$ cat src/rtl/zsi_pkg.sv
// Shared mode codes and coefficient selector for the zero-sequence
// injection generator. Mode codes are part of the port contract.
package zsi_pkg;

    typedef enum logic [2:0] {
        MODE_CENTERED      = 3'd0,
        MODE_LOW_RAIL      = 3'd1,
        MODE_HIGH_RAIL     = 3'd2,
        MODE_SIGN_MAIN     = 3'd3,
        MODE_SIGN_AUX      = 3'd4,
        MODE_SIGN_MAIN_INV = 3'd5,
        MODE_SIGN_AUX_ALT  = 3'd6,
        MODE_SPARE         = 3'd7
    } zsi_mode_e;

    // Blending coefficient a0 restricted to the three values it can take.
    typedef enum logic [1:0] {
        A0_ZERO = 2'd0,
        A0_HALF = 2'd1,
        A0_ONE  = 2'd2
    } zsi_a0_e;

    localparam int ZSI_LATENCY = 3;

endpackage

$ cat src/rtl/zsi_extrema.sv
// Combinational maximum and minimum of three signed samples.
// Assumes all inputs share the same signed width W.
module zsi_extrema #(
    parameter int W = 16
) (
    input  logic signed [W-1:0] x0,
    input  logic signed [W-1:0] x1,
    input  logic signed [W-1:0] x2,
    output logic signed [W-1:0] vmax,
    output logic signed [W-1:0] vmin
);

    logic signed [W-1:0] hi01;
    logic signed [W-1:0] lo01;

    // Two-level compare tree for the largest and smallest value.
    always_comb begin
        hi01 = (x0 > x1) ? x0 : x1;
        lo01 = (x0 < x1) ? x0 : x1;
        vmax = (hi01 > x2) ? hi01 : x2;
        vmin = (lo01 < x2) ? lo01 : x2;
    end

endmodule

$ cat src/rtl/zsi_offset.sv
// Picks a0 from the mode and the sign flags, then forms the shared
// zero-sequence offset. a0 only takes 0, 1/2 or 1, so every product
// is a select or an arithmetic shift; no multiplier is built.
// Assumes vmax >= vmin and OW >= W + 2.
module zsi_offset
    import zsi_pkg::*;
#(
    parameter int W       = 16,
    parameter int OW      = W + 2,
    parameter int HALF_DC = 16384
) (
    input  logic [2:0]           mode,
    input  logic signed [W-1:0]  vmax,
    input  logic signed [W-1:0]  vmin,
    input  logic                 main_neg,
    input  logic                 aux_neg,
    output logic signed [OW-1:0] offset
);

    localparam logic signed [OW-1:0] RAIL = OW'(HALF_DC);

    zsi_a0_e             a0;
    logic signed [OW-1:0] ext_max;
    logic signed [OW-1:0] ext_min;
    logic signed [OW-1:0] ext_sum;

    // Coefficient selection; the sign modes test main or auxiliary set.
    always_comb begin
        unique case (zsi_mode_e'(mode))
            MODE_LOW_RAIL:      a0 = A0_ZERO;
            MODE_HIGH_RAIL:     a0 = A0_ONE;
            MODE_SIGN_MAIN:     a0 = main_neg ? A0_ZERO : A0_ONE;
            MODE_SIGN_MAIN_INV: a0 = main_neg ? A0_ONE  : A0_ZERO;
            MODE_SIGN_AUX,
            MODE_SIGN_AUX_ALT:  a0 = aux_neg  ? A0_ZERO : A0_ONE;
            default:            a0 = A0_HALF;
        endcase
    end

    // Offset equation evaluated for the selected coefficient.
    always_comb begin
        ext_max = OW'(vmax);
        ext_min = OW'(vmin);
        ext_sum = ext_max + ext_min;
        unique case (a0)
            A0_ZERO: offset = -RAIL - ext_min;
            A0_ONE:  offset = RAIL - ext_max;
            default: offset = -(ext_sum >>> 1);
        endcase
    end

endmodule

$ cat src/rtl/zsi_sat_add.sv
// Adds the shared offset to one phase and clamps the result to the
// symmetric rail +/-HALF_DC. Assumes HALF_DC < 2**(W-1).
module zsi_sat_add #(
    parameter int W       = 16,
    parameter int OW      = W + 2,
    parameter int HALF_DC = 16384
) (
    input  logic signed [W-1:0]  x,
    input  logic signed [OW-1:0] offset,
    output logic signed [W-1:0]  y
);

    localparam int SW = OW + 1;
    localparam logic signed [SW-1:0] LIM_HI = SW'(HALF_DC);
    localparam logic signed [SW-1:0] LIM_LO = -SW'(HALF_DC);

    logic signed [SW-1:0] total;

    // Full-width sum followed by a two-sided clamp.
    always_comb begin
        total = SW'(x) + SW'(offset);
        if (total > LIM_HI) begin
            y = W'(LIM_HI);
        end else if (total < LIM_LO) begin
            y = W'(LIM_LO);
        end else begin
            y = W'(total);
        end
    end

endmodule

$ cat src/rtl/zsi_ref_gen.sv
// Zero-sequence injection reference generator, top level.
// Stage 1 captures a sample with its mode and extrema, stage 2 forms the
// offset, stage 3 adds and clamps. Fixed latency of three cycles, one
// sample per cycle. Mode and auxiliary data travel with the sample.
module zsi_ref_gen
    import zsi_pkg::*;
#(
    parameter int W       = 16,
    parameter int HALF_DC = 16384
) (
    input  logic                clk,
    input  logic                rst_n,
    input  logic                in_valid,
    input  logic [2:0]          mode_sel,
    input  logic signed [W-1:0] ph_a,
    input  logic signed [W-1:0] ph_b,
    input  logic signed [W-1:0] ph_c,
    input  logic signed [W-1:0] aux_a,
    input  logic signed [W-1:0] aux_b,
    input  logic signed [W-1:0] aux_c,
    output logic                out_valid,
    output logic signed [W-1:0] mod_a,
    output logic signed [W-1:0] mod_b,
    output logic signed [W-1:0] mod_c
);

    localparam int OW     = W + 2;
    localparam int NPHASE = 3;

    logic signed [W-1:0]  in_ph  [NPHASE];
    logic signed [W-1:0]  in_max, in_min, ax_max, ax_min;
    logic signed [W:0]    ax_sum, mn_sum;

    logic                 s1_vld;
    logic [2:0]           s1_mode;
    logic signed [W-1:0]  s1_ph  [NPHASE];
    logic signed [W-1:0]  s1_max, s1_min;
    logic                 s1_aux_neg, s1_main_neg;

    logic signed [OW-1:0] off_c;
    logic                 s2_vld;
    logic signed [W-1:0]  s2_ph  [NPHASE];
    logic signed [OW-1:0] s2_off;

    logic signed [W-1:0]  sat_y  [NPHASE];
    logic signed [W-1:0]  s3_y   [NPHASE];
    logic                 s3_vld;

    assign in_ph[0] = ph_a;
    assign in_ph[1] = ph_b;
    assign in_ph[2] = ph_c;

    zsi_extrema #(.W(W)) u_main_ext (
        .x0(ph_a), .x1(ph_b), .x2(ph_c), .vmax(in_max), .vmin(in_min)
    );

    zsi_extrema #(.W(W)) u_aux_ext (
        .x0(aux_a), .x1(aux_b), .x2(aux_c), .vmax(ax_max), .vmin(ax_min)
    );

    // Sign sources for the sign-driven modes, widened to avoid overflow.
    always_comb begin
        mn_sum = (W+1)'(in_max) + (W+1)'(in_min);
        ax_sum = (W+1)'(ax_max) + (W+1)'(ax_min);
    end

    // Stage 1: capture sample, extrema, signs and mode on the strobe only.
    always_ff @(posedge clk) begin
        if (!rst_n) begin
            s1_vld      <= 1'b0;
            s1_mode     <= 3'd0;
            s1_max      <= '0;
            s1_min      <= '0;
            s1_aux_neg  <= 1'b0;
            s1_main_neg <= 1'b0;
            for (int i = 0; i < NPHASE; i++) s1_ph[i] <= '0;
        end else begin
            s1_vld <= in_valid;
            if (in_valid) begin
                s1_mode     <= mode_sel;
                s1_max      <= in_max;
                s1_min      <= in_min;
                s1_main_neg <= mn_sum[W];
                s1_aux_neg  <= ax_sum[W];
                for (int i = 0; i < NPHASE; i++) s1_ph[i] <= in_ph[i];
            end
        end
    end

    zsi_offset #(.W(W), .OW(OW), .HALF_DC(HALF_DC)) u_offset (
        .mode(s1_mode), .vmax(s1_max), .vmin(s1_min),
        .main_neg(s1_main_neg), .aux_neg(s1_aux_neg), .offset(off_c)
    );

    // Stage 2: hold the offset alongside the phases it belongs to.
    always_ff @(posedge clk) begin
        if (!rst_n) begin
            s2_vld <= 1'b0;
            s2_off <= '0;
            for (int i = 0; i < NPHASE; i++) s2_ph[i] <= '0;
        end else begin
            s2_vld <= s1_vld;
            if (s1_vld) begin
                s2_off <= off_c;
                for (int i = 0; i < NPHASE; i++) s2_ph[i] <= s1_ph[i];
            end
        end
    end

    // One saturating adder per phase.
    for (genvar g = 0; g < NPHASE; g++) begin : g_phase
        zsi_sat_add #(.W(W), .OW(OW), .HALF_DC(HALF_DC)) u_sat (
            .x(s2_ph[g]), .offset(s2_off), .y(sat_y[g])
        );
    end

    // Stage 3: output registers, updated only for a valid sample.
    always_ff @(posedge clk) begin
        if (!rst_n) begin
            s3_vld <= 1'b0;
            for (int i = 0; i < NPHASE; i++) s3_y[i] <= '0;
        end else begin
            s3_vld <= s2_vld;
            if (s2_vld) begin
                for (int i = 0; i < NPHASE; i++) s3_y[i] <= sat_y[i];
            end
        end
    end

    assign out_valid = s3_vld;
    assign mod_a     = s3_y[0];
    assign mod_b     = s3_y[1];
    assign mod_c     = s3_y[2];

endmodule

$ cat config.mk
export PLATFORM = sky130hd
export DESIGN_NAME = zsi_ref_gen
export DESIGN_NICKNAME = d
export VERILOG_FILES = /design/src/rtl/zsi_pkg.sv /design/src/rtl/zsi_extrema.sv /design/src/rtl/zsi_offset.sv /design/src/rtl/zsi_sat_add.sv /design/src/rtl/zsi_ref_gen.sv
export SDC_FILE = /design/constraint.sdc
export NUM_CORES = 1
export LEC_CHECK = 0
export ABC_AREA = 1
export BUFFER_PORTS_ARGS = -buffer_cell sky130_fd_sc_hd__clkbuf_2
export CAP_MARGIN = 20
export CORE_ASPECT_RATIO = 0.75
export CORE_UTILIZATION = 50
export CTS_CLUSTER_DIAMETER = 200
export DETAILED_ROUTE_END_ITERATION = 12
export PLACE_DENSITY_LB_ADDON = 0.2
export REMOVE_ABC_BUFFERS = 1
export SLEW_MARGIN = 30
export SYNTH_ARGS = -nofsm -noshare
export SYNTH_HDL_FRONTEND = slang
export SYNTH_SLANG_ARGS = --single-unit
$ cat constraint.sdc
create_clock -name clk -period 6.4 [get_ports clk]
set_input_delay 0.32 -clock clk [delete_from_list [all_inputs] [get_ports clk]]
set_output_delay 0.32 -clock clk [all_outputs]
set_load 0.01 [all_outputs]
==> flow_metrics.env, run 1 <==
export IMPL_period_needed_ns=5.92
export IMPL_synth_area_um2=15600
export IMPL_worstSetupPathType="input port to register"
export IMPL_timing_rr_end="s3_y[0][28]"
export IMPL_max_clock_freq_mhz=169
export IMPL_cts_resized=0
export IMPL_die_area_um2=31900
export IMPL_min_from="mode_sel[2]"
export IMPL_ys_warn_count=0
export IMPL_reg2reg_slack_ns=1.81
export IMPL_crit_slowest_cell="or4_1"
export IMPL_yosysSeqAreaShare_pct=35.2
export IMPL_final_core_util_pct=57.5
export IMPL_nets=2464
export IMPL_path_clk_slew_ns=0.06
export IMPL_crit_path_end_kind="register"
export IMPL_io_pins=151
export IMPL_fin_crit_sh_pct=92.5
export IMPL_post_cts_buffers=0
export IMPL_critPathLaunchType="input port"
export IMPL_final_setup_tns_ns=0
export IMPL_postRouteAntennaNets=0
export IMPL_grt_ovfl_total=0
export IMPL_grt_first_pass_wirelength_um=67300
export IMPL_area_growth_syn_to_layout_pct=12.0
export IMPL_design_core_area_um2=30400
export IMPL_p_switching_uw=1780
export IMPL_power_leakage_uw=0.00871
export IMPL_worstPathRequired_ns=6.79
export IMPL_slowest_delay_ns=0.60
export IMPL_p_total_uw=4670
export IMPL_fp_dieH_um=155
export IMPL_power_density_nw_per_um2=267
export IMPL_cts_sinks=202
export IMPL_p_int_uw=2880
export IMPL_io_buffers=150
export IMPL_layout_cells_non_filler=2575
export IMPL_max_clock_path_buffers=3
export IMPL_drt_first_pass_iters=6
export IMPL_hold_buffers=0
export IMPL_status="completed"
export IMPL_antenna_found_initial=1
export IMPL_whs_ns=0.0269
export IMPL_num_antenna_cells=0
export IMPL_switching_share_pct=38.2
export IMPL_finalHoldViolCount=0
export IMPL_hp_class="input port to register"
export IMPL_synth_edf_count=144
export IMPL_postSynthCellCount=2024
export IMPL_grt_pass1_vias=13045
export IMPL_ys_seq_elements=202
export IMPL_vias_per_cell=5.41
export IMPL_skew_ns=0.0130
export IMPL_hpwl_um=33400
export IMPL_p_clk_share_pct=27.3
export IMPL_num_fill_cells=2760
export IMPL_drtIter0Drc=1209
export IMPL_power_frac_comb_pct=38.4
export IMPL_htree_levels=1
export IMPL_cts_tree="yes"
export IMPL_via_count=13940
export IMPL_drc=0
export IMPL_rsz0062_at_grt="false"
export IMPL_worst_pin_slew_ns=1.01
export IMPL_clock_latency_ns=0.50
export IMPL_gp_congestion=1.01
export IMPL_dpl_cell_count=2538
export IMPL_r2r_cells=16
export IMPL_crit_fanout=18
export IMPL_drive_above_1_share_pct=11.0
export IMPL_grt_total_usage_pct=26.5
export IMPL_cp_data_arrival_time_ns=6.31
export IMPL_synth_cell_type_count=60
export IMPL_hold_end="s1_mode[2]"
export IMPL_synth_async_reset_ratio_pct=0
export IMPL_row_count=55
export IMPL_seq_power_share_pct=34.3
export IMPL_wirelength_um=41500
export IMPL_wl_per_cell_um=16.1
export IMPL_grt_max_degree=57
export IMPL_synthFlopType="edfxtp_1"
export IMPL_holdPathStages=3
export IMPL_die_x_um=206
export IMPL_vdd_ir_drop_max_uv=186
export IMPL_slew_headroom_pct=31.9
export IMPL_drv_cap=0
export IMPL_cts_buffers=21
export IMPL_slew_violations=0
export IMPL_reg2reg_from="s2_off[0]"
export IMPL_cp_common_cell="nand2_1"
export IMPL_setup_violations_final=0
export IMPL_syn_avg_cell_area_um2=7.71
export IMPL_start_util_pct=51.3
export IMPL_cts_root_buf="clkbuf_16"
power groups by stage:
stage | clock network, uW | registers, uW | logic, uW
finish | 1270 | 1600 | 1790
detailed placement | 0 | 1630 | 1740
global placement | 0 | 1630 | 1700
CTS | 1290 | 1600 | 1760
global route | 1340 | 1620 | 2040
floorplan | 0 | 1600 | 1270
Yosys cell counts, types with 3 or more instances:
| master | number | area share (%) |
|---|---|---|
| nand2_1 | 395 | 9.5 |
| inv_1 | 318 | 7.6 |
| nor2_1 | 229 | 5.5 |
| ha_1 | 196 | 16 |
| o21ai_0 | 166 | 5.3 |
| edfxtp_1 | 144 | 28 |
| a21oi_1 | 133 | 4.3 |
| nand3_1 | 79 | 2.5 |
| dfxtp_1 | 58 | 7.4 |
| xor2_1 | 47 | 2.6 |
| clkbuf_1 | 43 | 1.0 |
| a22o_1 | 23 | 1.3 |
| nand4_1 | 22 | 0.88 |
| nor3_1 | 22 | 0.71 |
| xnor2_1 | 16 | 0.90 |
| o21ai_1 | 9 | 0.29 |
| o21bai_1 | 8 | 0.38 |
| o22ai_1 | 8 | 0.32 |
| nor2_2 | 7 | 0.28 |
| a211oi_1 | 6 | 0.29 |
| o211ai_1 | 6 | 0.29 |
| a21o_1 | 5 | 0.24 |
| nand3_2 | 5 | 0.32 |
| o21ai_2 | 5 | 0.28 |
| a21oi_2 | 4 | 0.22 |
| fa_1 | 4 | 0.51 |
| o221ai_1 | 4 | 0.22 |
| o311ai_0 | 4 | 0.22 |
| o41ai_1 | 4 | 0.22 |
| a2111oi_0 | 3 | 0.17 |
| a31o_2 | 3 | 0.17 |
| nand2_2 | 3 | 0.12 |
| nor2_4 | 3 | 0.22 |
| o21bai_2 | 3 | 0.22 |
per-stage QoR:
stage	worst slack (ns)	cell area, um^2
2_1_floorplan	0.823	15400
3_3_place_gp	0.351	16800
3_5_place_dp	0.117	16800
4_1_cts	0.608	17500
5_1_grt	0.0236	17500
6_report	0.478	17500
state kept, by name, indices dropped and copies added (netlist names):
name	cells
s1_min	16
s1_aux_neg	1
s1_mode	3
s2_off	18
s1_max	16
s2_ph	48
s1_main_neg	1
out_valid	1
s1_ph	48
s1_vld	1
s3_y	48
s2_vld	1
cell families (layout without fill, tap and decap cells):
| family | Yosys count | after routing | share of synthesized area, % |
|---|---|---|---|
| compound gates | 409 | 409 | 15.3 |
| xor+xnor | 63 | 63 | 3.54 |
| fa+ha+maj | 200 | 200 | 16.2 |
| buf+inv | 368 | 520 | 8.92 |
| flops | 202 | 202 | 35.2 |
| simple gates | 782 | 782 | 20.9 |
layer usage:
metal | part of all wire [%] | GRT usage (%) | vias up | routed length [um]
li1 | - | - | 7051 | -
met4 | 1.3 | 4.13 | 0 | 536
met2 | 41 | 39.1 | 426 | 17000
met3 | 6.6 | 2.85 | 43 | 2750
met1 | 51 | 41.7 | 6420 | 21200
met5 | 0 | 0 | - | 0
worst max-delay path by stage:
stage / from / end / slack [ns] / depth (start not counted)
2_1_floorplan: ph_b[15] / s1_main_neg / 0.82 / 30
3_3_place_gp: ph_b[15] / s1_main_neg / 0.35 / 33
3_5_place_dp: ph_b[15] / s1_main_neg / 0.12 / 32
4_1_cts: ph_b[15] / s1_main_neg / 0.61 / 30
5_1_grt: ph_b[15] / s1_main_neg / 0.02 / 33
6_report: ph_b[15] / s1_main_neg / 0.48 / 29
critical path, delay by kind of cell:
kind / cells / cell delay, ns
and+or+nand+nor: 15 / 2.87
adders and majority gates: 3 / 1.05
AOI/OAI and AO/OA: 5 / 1.11
buffers and inverters: 6 / 0.94
final cells by class:
type	count	area, um^2	area share (%)
clock inverters	10	116	0.666
repair buffers	163	848	4.85
inverters	320	1200	6.88
flip-flops and latches	202	5490	31.4
multi-input cells	1454	8730	49.9
well taps	399	499	2.86
clock buffers	27	599	3.43
cells in the final DEF (no fill, tap or decap), types with 9 or more instances in the layout:
cell,instances
inv_1,315
buf_4,13
edfxtp_1,144
clkbuf_2,150
a22o_1,23
dfxtp_1,58
xnor2_1,16
nand3_1,79
o21ai_1,9
nor2_1,229
nand4_1,22
xor2_1,47
nor3_1,22
a21oi_1,133
nand2_1,394
ha_1,196
o21ai_0,166
clkbuf_16,22
(Power assumes the default switching activity.)
==> run 2: changes to the inputs <==
Settings changed: ABC_AREA 1 to default.
==> run 2 against run 1 <==
Against the previous run: flip-flop and latch count did not move; total power increased by 1.1%; sequential power is essentially flat; synthesized cell count decreased by 15%; worst hold slack improved by 0.024 ns; global-route usage grew 2.1 points; routed wire length increased by 15%; sequential share of layout area decreased by 1.8 points; combinational power up 3%; clock-buffer cell count rose by 3; largest cell class unchanged.
==> flow_metrics.env, run 2 <==
export IMPL_start_util_pct=51.4
export IMPL_slew_headroom_pct=38.3
export IMPL_cts_buffers=22
export IMPL_design_core_area_um2=31700
export IMPL_worst_slack_ns=0.225
export IMPL_layout_common_cells="ha_1, clkbuf_2, edfxtp_1"
export IMPL_synth_edf_count=144
export IMPL_finalHoldViolCount=0
export IMPL_yosysSeqAreaShare_pct=33.7
export IMPL_path_clk_slew_ns=0.06
export IMPL_ys_warn_count=0
export IMPL_power_density_nw_per_um2=254
export IMPL_grt_total_usage_pct=28.6
export IMPL_synth_area_leader_cell="edfxtp_1"
export IMPL_cp_data_arrival_time_ns=6.56
export IMPL_skew_ns=0.00811
export IMPL_drv_cap=0
export IMPL_hp_class="input port to register"
export IMPL_synth_async_reset_ratio_pct=0
export IMPL_htree_levels=1
export IMPL_grt_pass1_vias=12953
export IMPL_use_met1_pct=43.2
export IMPL_status="completed"
export IMPL_postRouteAntennaNets=0
export IMPL_hpwl_um=37900
export IMPL_drt_first_pass_iters=5
export IMPL_vias_per_cell=5.97
export IMPL_reg2reg_slack_ns=2.36
export IMPL_synthTopCellsByCount="ha_1, edfxtp_1, nor2_1"
export IMPL_row_count=56
export IMPL_syn_avg_cell_area_um2=9.46
export IMPL_synthFlopType="edfxtp_1"
export IMPL_top_usage_layer="met1"
export IMPL_grtUsageMet3_pct=4.80
export IMPL_grt_max_degree=81
export IMPL_top_regs="s1_ph x48, s2_ph x48, s3_y x48"
export IMPL_dpl_instance_area_um2=17800
export IMPL_fp_dieH_um=158
export IMPL_cts_root_buf="clkbuf_16"
export IMPL_ys_seq_elements=202
export IMPL_io_buffers=150
export IMPL_synth_cell_type_count=88
export IMPL_crit_fanout=9
export IMPL_synth_area_leaders="edfxtp_1, ha_1, dfxtp_1"
export IMPL_final_setup_tns_ns=0
export IMPL_stdcell_area_um2=18500
export IMPL_wl_per_cell_um=20.4
export IMPL_worstPathRequired_ns=6.79
export IMPL_drc=0
export IMPL_max_clock_path_buffers=3
export IMPL_grt_ovfl_total=0
export IMPL_crit_path_end_kind="register"
export IMPL_worstSetupPathType="input port to register"
export IMPL_max_clock_freq_mhz=162
export IMPL_drive_above_1_share_pct=17.7
export IMPL_cts_sinks=202
export IMPL_vdd_ir_drop_max_uv=175
export IMPL_wirelength_um=47800
export IMPL_slowest_delay_ns=0.39
export IMPL_drtIter0Drc=1150
export IMPL_gp_congestion=0.976
export IMPL_period_needed_ns=6.17
export IMPL_cp_common_cell="buf_4"
export IMPL_worst_pin_slew_ns=0.917
export IMPL_synth_top_area_share_pct=26.6
export IMPL_p_total_uw=4720
export IMPL_fin_crit_sh_pct=96.5
export IMPL_synth_area_um2=16300
export IMPL_use_met2_pct=42.1
export IMPL_slew_violations=0
export IMPL_synth_most_common_cell="ha_1"
export IMPL_critPathLaunchType="input port"
export IMPL_area_growth_syn_to_layout_pct=13.9
export IMPL_die_area_um2=33300
export IMPL_nets=2194
export IMPL_postSynthCellCount=1720
export IMPL_via_count=13984
export IMPL_final_common_cell="ha_1"
export IMPL_clock_latency_ns=0.52
export IMPL_preCtsSetupSlack_ns=-0.496
export IMPL_num_antenna_cells=0
export IMPL_die_x_um=210
export IMPL_power_leakage_uw=0.00853
export IMPL_io_pins=151
export IMPL_setup_violations_final=0
export IMPL_grt_first_pass_wirelength_um=73600
export IMPL_cts_tree="yes"
export IMPL_antenna_found_initial=3
export IMPL_crit_slowest_cell="or3b_1"
[run 2: cell types whose count changed in the layout (fill, tap and decap cells not counted), sizes merged, moves of 43 or more]
cell / previous run / this run
nand2: 398 / 84
mux2: 0 / 95
nand3: 85 / 31
o21ai: 180 / 109
nor2: 239 / 139
inv: 319 / 108
a21o: 5 / 48
and3: 0 / 70
[run 2: worst paths after layout]
check,end,from,cells past startpoint
max,s1_aux_neg,aux_b[1],33
min,s1_mode[2],mode_sel[2],3
max reg2reg,s3_y[0][28],s2_off[1],11
min reg2reg,s1_max[0],s1_max[0],2
[run 2: where the power goes]
part	internal (uW)	total (uW)	switching (uW)
registers	1500	1610	109
clock network	727	1260	529
logic	811	1850	1040
[run 2: routing by layer]
metal / wire length (um) / up-vias
met2: 19300 / 576
met5: 0 / -
met3: 4240 / 74
li1: - / 6831
met4: 1080 / 0
met1: 23200 / 6503
[run 2: final cells by class]
type                       instances  area, um^2
multi-input combinational       1353       10200
clock inverter                    10        92.6
tap                              435         544
timing repair buffer             203        1170
sequential                       202        5490
inverter                         110         413
clock buffer                      30         622
fill                            2813       13100
[run 2: metrics by stage]
stage	utilization [%]	hold slack [ns]	cells
floorplan	-	0.438	1665
global placement	56.1	0.539	2301
detailed placement	56.1	0.541	2301
CTS	58.4	0.0395	2341
global route	58.5	0.0478	2343
finish	58.5	0.0510	2343
[run 2: cell families (layout without fill, tap and decap cells)]
group                      Yosys count  count (layout)  synth area share, %
muxes                              122             122                 8.23
xor gates and xnor gates            77              77                 4.19
and+or+nand+nor                    500             500                 15.9
DFF                                202             202                 33.7
buffers and inverters              165             353                 3.88
adders and majority gates          200             200                 15.6
AOI/OAI and AO/OA                  454             454                 18.5
[run 2: critical path, delay by kind of cell]
| kind | cells | cell delay [ns] |
|---|---|---|
| AO/OA/AOI/OAI | 13 | 2.28 |
| adder cells (fa/ha/maj) | 3 | 0.80 |
| buffers and inverters | 7 | 0.91 |
| multiplexers | 1 | 0.34 |
| AND/OR/NAND/NOR | 9 | 1.90 |
[run 2: what timing repair did]
action | 4_1_cts | 5_1_grt
buffers inserted | 0 | 1
gates resized for setup | 1 | 11
setup endpoints to repair | 1 | 1
pin swaps | 0 | 3
hold buffers | 0 | 0
